[config.mk]
export PLATFORM = sky130hd
export DESIGN_NAME = perf_counter_bank
export DESIGN_NICKNAME = d
export VERILOG_FILES = /design/src/rtl/pcb_pkg.sv /design/src/rtl/pcb_decode.sv /design/src/rtl/pcb_counter.sv /design/src/rtl/perf_counter_bank.sv
export SDC_FILE = /design/constraint.sdc
export NUM_CORES = 1
export LEC_CHECK = 0
export ABC_AREA = 1
export BUFFER_PORTS_ARGS = -buffer_cell sky130_fd_sc_hd__buf_2
export CORE_ASPECT_RATIO = 0.7
export CORE_MARGIN = 3
export CORE_UTILIZATION = 40
export CTS_BUF_LIST = sky130_fd_sc_hd__clkbuf_4 sky130_fd_sc_hd__clkbuf_8
export DETAILED_ROUTE_END_ITERATION = 10
export PLACE_DENSITY_LB_ADDON = 0.1
export SKIP_CTS_REPAIR_TIMING = 1
export SYNTH_ARGS = -nofsm -noshare
export SYNTH_HDL_FRONTEND = slang
export SYNTH_HIERARCHICAL = 1
export SYNTH_SLANG_ARGS = --single-unit
[constraint.sdc]
create_clock -name clk -period 5 [get_ports clk]
set_clock_uncertainty 0.2 [all_clocks]
set_input_delay 0.25 -clock clk [delete_from_list [all_inputs] [get_ports clk]]
set_output_delay 0.25 -clock clk [all_outputs]
set_load 0.01 [all_outputs]
[src/rtl/pcb_pkg.sv]
package pcb_pkg;
  localparam int unsigned ADDR_W = 5;
  localparam int unsigned IDX_W  = 3;

  localparam logic [ADDR_W-1:0] A_FX_BASE = 5'd8;
  localparam logic [ADDR_W-1:0] A_CTRL    = 5'd16;
  localparam logic [ADDR_W-1:0] A_CAP_GP  = 5'd17;
  localparam logic [ADDR_W-1:0] A_CAP_FX  = 5'd18;

  typedef enum logic [2:0] {
    K_NONE,
    K_GP,
    K_FX,
    K_CTRL,
    K_CAPGP,
    K_CAPFX
  } acc_kind_e;
endpackage

[src/rtl/pcb_decode.sv]
module pcb_decode
  import pcb_pkg::*;
#(
  parameter int unsigned NUM_GP = 2,
  parameter int unsigned NUM_FX = 2
) (
  input  logic [ADDR_W-1:0] addr,
  output acc_kind_e         kind,
  output logic [IDX_W-1:0]  idx
);
  always_comb begin
    idx  = addr[IDX_W-1:0];
    kind = K_NONE;
    if (addr[ADDR_W-1:IDX_W] == 2'b00) begin
      if (32'(addr[IDX_W-1:0]) < NUM_GP) kind = K_GP;
    end else if (addr[ADDR_W-1:IDX_W] == A_FX_BASE[ADDR_W-1:IDX_W]) begin
      if (32'(addr[IDX_W-1:0]) < NUM_FX) kind = K_FX;
    end else if (addr == A_CTRL) begin
      kind = K_CTRL;
    end else if (addr == A_CAP_GP) begin
      kind = K_CAPGP;
    end else if (addr == A_CAP_FX) begin
      kind = K_CAPFX;
    end
  end
endmodule

[src/rtl/pcb_counter.sv]
module pcb_counter #(
  parameter int unsigned W = 40
) (
  input  logic         clk,
  input  logic         rst,
  input  logic         ld,
  input  logic [W-1:0] ld_val,
  input  logic         inc,
  output logic [W-1:0] cnt,
  output logic         ovf
);
  always_ff @(posedge clk) begin
    if (rst) begin
      cnt <= '0;
      ovf <= 1'b0;
    end else if (ld) begin
      // a load wins over a same-cycle event
      cnt <= ld_val;
      ovf <= 1'b0;
    end else if (inc) begin
      cnt <= cnt + 1'b1;
      ovf <= &cnt;
    end else begin
      ovf <= 1'b0;
    end
  end
endmodule

[src/rtl/perf_counter_bank.sv]
module perf_counter_bank
  import pcb_pkg::*;
#(
  parameter int unsigned NUM_GP = 2,
  parameter int unsigned NUM_FX = 2,
  parameter int unsigned GP_W   = 40,
  parameter int unsigned FX_W   = 48,
  parameter int unsigned DATA_W = 64
) (
  input  logic              clk,
  input  logic              rst,
  input  logic [4:0]        addr,
  input  logic [DATA_W-1:0] wdata,
  input  logic              wr_en,
  input  logic              rd_en,
  input  logic              priv,
  output logic [DATA_W-1:0] rdata,
  output logic              err,
  input  logic [NUM_GP-1:0] gp_evt,
  input  logic [NUM_FX-1:0] fx_evt,
  output logic [NUM_GP-1:0] gp_ovf,
  output logic [NUM_FX-1:0] fx_ovf
);
  localparam int unsigned EN_W = NUM_GP + NUM_FX;
  localparam logic [DATA_W-1:0] FX_KEEP = {{(DATA_W-FX_W){1'b0}}, {FX_W{1'b1}}};

  acc_kind_e        kind;
  logic [IDX_W-1:0] idx;
  logic [EN_W-1:0]  en_q;
  logic [GP_W-1:0]  gp_cnt [NUM_GP];
  logic [FX_W-1:0]  fx_cnt [NUM_FX];
  logic [DATA_W-1:0] sx_data;
  logic [GP_W-1:0]  gp_ldval;
  logic             fx_rsvd;

  pcb_decode #(.NUM_GP(NUM_GP), .NUM_FX(NUM_FX)) u_dec (
    .addr (addr),
    .kind (kind),
    .idx  (idx)
  );

  assign sx_data  = {{(DATA_W-32){wdata[31]}}, wdata[31:0]};
  assign gp_ldval = priv ? wdata[GP_W-1:0] : sx_data[GP_W-1:0];
  assign fx_rsvd  = |(wdata & ~FX_KEEP);

  for (genvar g = 0; g < NUM_GP; g++) begin : g_gp
    logic ld;
    assign ld = wr_en && (kind == K_GP) && (idx == IDX_W'(g));
    pcb_counter #(.W(GP_W)) u_cnt (
      .clk    (clk),
      .rst    (rst),
      .ld     (ld),
      .ld_val (gp_ldval),
      .inc    (gp_evt[g] && en_q[g]),
      .cnt    (gp_cnt[g]),
      .ovf    (gp_ovf[g])
    );
  end

  for (genvar f = 0; f < NUM_FX; f++) begin : g_fx
    logic ld;
    assign ld = wr_en && (kind == K_FX) && (idx == IDX_W'(f)) && !fx_rsvd;
    pcb_counter #(.W(FX_W)) u_cnt (
      .clk    (clk),
      .rst    (rst),
      .ld     (ld),
      .ld_val (wdata[FX_W-1:0]),
      .inc    (fx_evt[f] && en_q[NUM_GP+f]),
      .cnt    (fx_cnt[f]),
      .ovf    (fx_ovf[f])
    );
  end

  always_ff @(posedge clk) begin
    if (rst) en_q <= '0;
    else if (wr_en && kind == K_CTRL) en_q <= wdata[EN_W-1:0];
  end

  always_comb begin
    rdata = '0;
    unique case (kind)
      K_GP: begin
        for (int i = 0; i < NUM_GP; i++)
          if (idx == IDX_W'(i)) rdata = DATA_W'(gp_cnt[i]);
      end
      K_FX: begin
        for (int i = 0; i < NUM_FX; i++)
          if (idx == IDX_W'(i)) rdata = DATA_W'(fx_cnt[i]);
      end
      K_CTRL:  rdata = DATA_W'(en_q);
      K_CAPGP: rdata[23:16] = 8'(GP_W);
      K_CAPFX: rdata[12:5]  = 8'(FX_W);
      default: rdata = '0;
    endcase
  end

  assign err = ((wr_en || rd_en) && kind == K_NONE)
            || (wr_en && (kind == K_CAPGP || kind == K_CAPFX))
            || (wr_en && kind == K_FX && fx_rsvd);
endmodule

==> impl_metrics.csv <==
group,metric,value,unit
global_route,grt_use_met2,42.9,%
cells_and_area,layout_common_cells,"nand2_1 (919), nor2_1 (202), nand3_1 (187), dfxtp_1 (184), inv_1 (157)",
floorplan,core,36400,um2
cts,tritoncts,"done",
critical_path,cpMostUsedCell,"nand2_1",
timing,finalHoldViolCount,3,
cts,clock_insertion_delay_worst_skew,510,ps
timing,period_share,62.5,%
detailed_routing,routed_wl,69.9,mm
critical_path,crit_family,"buffers and inverters",
floorplan,die_area,39700,um2
logic_synthesis,synth-main-ff-cell,"dfxtp_1",
floorplan,die_w,237,um
place,place.gp.congestion,1.02,
logic_synthesis,async_flop_share,0,%
logic_synthesis,synth.avg_cell_area,6.08,um2
global_route,busiest_layer,"met1",
timing,drv_slew,0,
cts,numCtsBuffers,17,
critical_path,path_class,"in -> out",
timing,final.min_clock_period,3130,ps
cells_and_area,mostFrequentLayoutCell,"nand2_1",
floorplan,initial_core_util,41.0,%
cts,cts_root_buffer,"clkbuf_8",
cells_and_area,area_growth,10.9,%
detailed_routing,num_vias,17500,
place,io_buffers,130,
global_route,grt_usage,34.1,%
job,drv_cap,0,
logic_synthesis,syn_area,14900,um2
cells_and_area,final_nets,2632,
timing,worstMarginPinSlew,1250,ps
critical_path,path_cells,"buf_2 -> inv_2 -> nand2_1 -> nor2_4 -> buf_4 -> nand2_1 -> nand2_1 -> nand2_1 -> nand2_1 -> buf_2",
global_route,grt_pass1_vias,15300,
global_route,antenna_found_initial,0,
timing,fmax,320,MHz
timing,fin_hold_ws,-16.4,ps
detailed_routing,dr.pass1.iters,6,
cts,h-tree-depth,4,
timing,setup_viol,0,
power,irDropWorstVdd,0.168,mV
detailed_routing,drtAntennaViolNets,0,
timing,tns,0,ps
place,dp_hpwl,52.3,mm
critical_path,path_max_fanout,72,
logic_synthesis,synth-seq-cells,184,
logic_synthesis,synth_top_family_by_area,"simple AND/OR/NAND/NOR gates",
logic_synthesis,synth_top_cell_by_area,"dfxtp_1",
critical_path,crit_required,4550,ps
logic_synthesis,synthAdderAreaFrac,0.335,%
cts,clock-sinks,184,
hold_path,hold_class,"in -> reg",
logic_synthesis,ys_top_cells_by_area,"dfxtp_1 (25%), nand2_1 (23%), nand3_1 (6.3%)",
timing,slew_headroom,16.6,%
detailed_routing,drt-wirelength-per-cell,23.0,um
status,status,"finished, violations left",
logic_synthesis,synth.area.mux_share,0,%
floorplan,rows,58,
critical_path,slowest_delay,680,ps
timing,rsz0062_at_grt,"no",
logic_synthesis,synth_compound_area_share,15.9,%
logic_synthesis,synth_cell_types,46,
global_route,grt-ovfl-total,0,
detailed_routing,via_per_inst,5.75,
detailed_routing,drt_drc_violations_left,0,
logic_synthesis,synth_edf_count,0,
floorplan,boundaryPins,147,
cells_and_area,final_util,45.5,%
cts,clk_pin_slew,110,ps
power,p_per_area,174,nW/um2
critical_path,cp_slowest_cell,"buf_4",
detailed_routing,drtIter0Drc,2526,
global_route,grt_pass1_wl,102,mm
logic_synthesis,synth_xor_area_share,4.31,%
logic_synthesis,yosys_warnings,6,
logic_synthesis,synth_top_area_share,24.7,%
global_route,met1_usage,53.1,%
cells_and_area,drive_above_1_share,13.8,%
logic_synthesis,synthCells,2455,
critical_path,timing.critical_path.buf_inv,4,
critical_path,cp-start-kind,"input pin",
status,violations,"negative hold slack",
cts,clockBufferDepth,2,
logic_synthesis,ys_seq_area_share,24.7,%
global_route,grtUsageMet3,11.8,%
critical_path,end_kind,"primary output",
logic_synthesis,yosys.area_share.simple,46.3,%
floorplan,die_y,168,um
global_route,grt_max_degree,74,
critical_path,worstPathArrival,2680,ps
power,total_leakage_power,6.31,nW
power,fin_total_pwr,2.88,mW
worst min-delay path, stage by stage:
cell,delay [ps]
buf_2,170
a22oi_1,110
a21oi_1,140
area by class of cell:
class,instances,area (um2)
repair buffers,179,1110
fillers,4014,19800
well taps,480,601
clock buffers,19,255
multi-input cells,2001,10100
inverters,167,629
flip-flops and latches,184,3680
diodes,2,5.00
clock inverters,13,169
worst paths after layout:
path                  start               endpoint  slack, ps  cells past startpoint
setup / recovery    addr[1]              rdata[27]       1870                     10
hold / removal    wdata[43]  g_fx[0].u_cnt/cnt[43]        -20                      3
setup reg to reg    en_q[2]      g_fx[0].u_cnt/ovf       2570                      7
hold reg to reg     en_q[1]                en_q[1]        290                      2
synthesized netlist by cell type (7+ instances only):
library cell	instances
buf_4	22
a21oi_2	7
nand2_4	8
buf_6	8
inv_2	8
o21ai_0	20
a31oi_1	38
a21oi_1	146
buf_2	26
xor2_1	36
clkbuf_1	52
nand2_2	30
nor3_1	8
nand3_2	12
buf_1	8
a21o_1	8
a22oi_1	120
xnor2_1	30
nand3b_1	7
dfxtp_1	184
o211ai_1	7
inv_1	157
nor2_2	42
nor2_4	31
nand2_1	919
nand3_1	187
nand4_1	68
nor2_1	206
o21bai_2	12
where the power goes:
| group | leakage, nW | internal, mW | switching [mW] | total (mW) |
|---|---|---|---|---|
| sequential | 1.48 | 1.47 | 0.00600 | 1.47 |
| clock | 0.203 | 0.518 | 0.635 | 1.15 |
| combinational | 4.63 | 0.0572 | 0.198 | 0.255 |
| total | 6.31 | 2.04 | 0.840 | 2.88 |
sequential cells by signal (all words and copies together), names as in the netlist:
name,flops
en_q,4
g_fx.u_cnt/ovf,2
g_fx.u_cnt/cnt,96
g_gp.u_cnt/cnt,80
g_gp.u_cnt/ovf,2
through the flow:
stage	std cells	area, um2	setup WS (ps)
after floorplan	2470	15000	2680
after CTS	3010	16200	1960
final	3045	16600	1870
after global placement	2978	15800	1740
after detailed placement	2978	15800	1630
after global routing	3043	16600	1760
metal layers:
layer	up-vias	share of wire [%]
met5	-	0
met4	0	2.5
met3	69	13
met2	912	37
met1	8283	48
li1	8256	-
kinds of logic after synthesis:
group | count (synthesis)
and+or+nand+nor | 1539
AOI/OAI and AO/OA | 372
buffers and inverters | 285
DFF | 184
xor gates and xnor gates | 70
adders and majority gates | 4
other | 1
(Power assumes the default switching activity.)
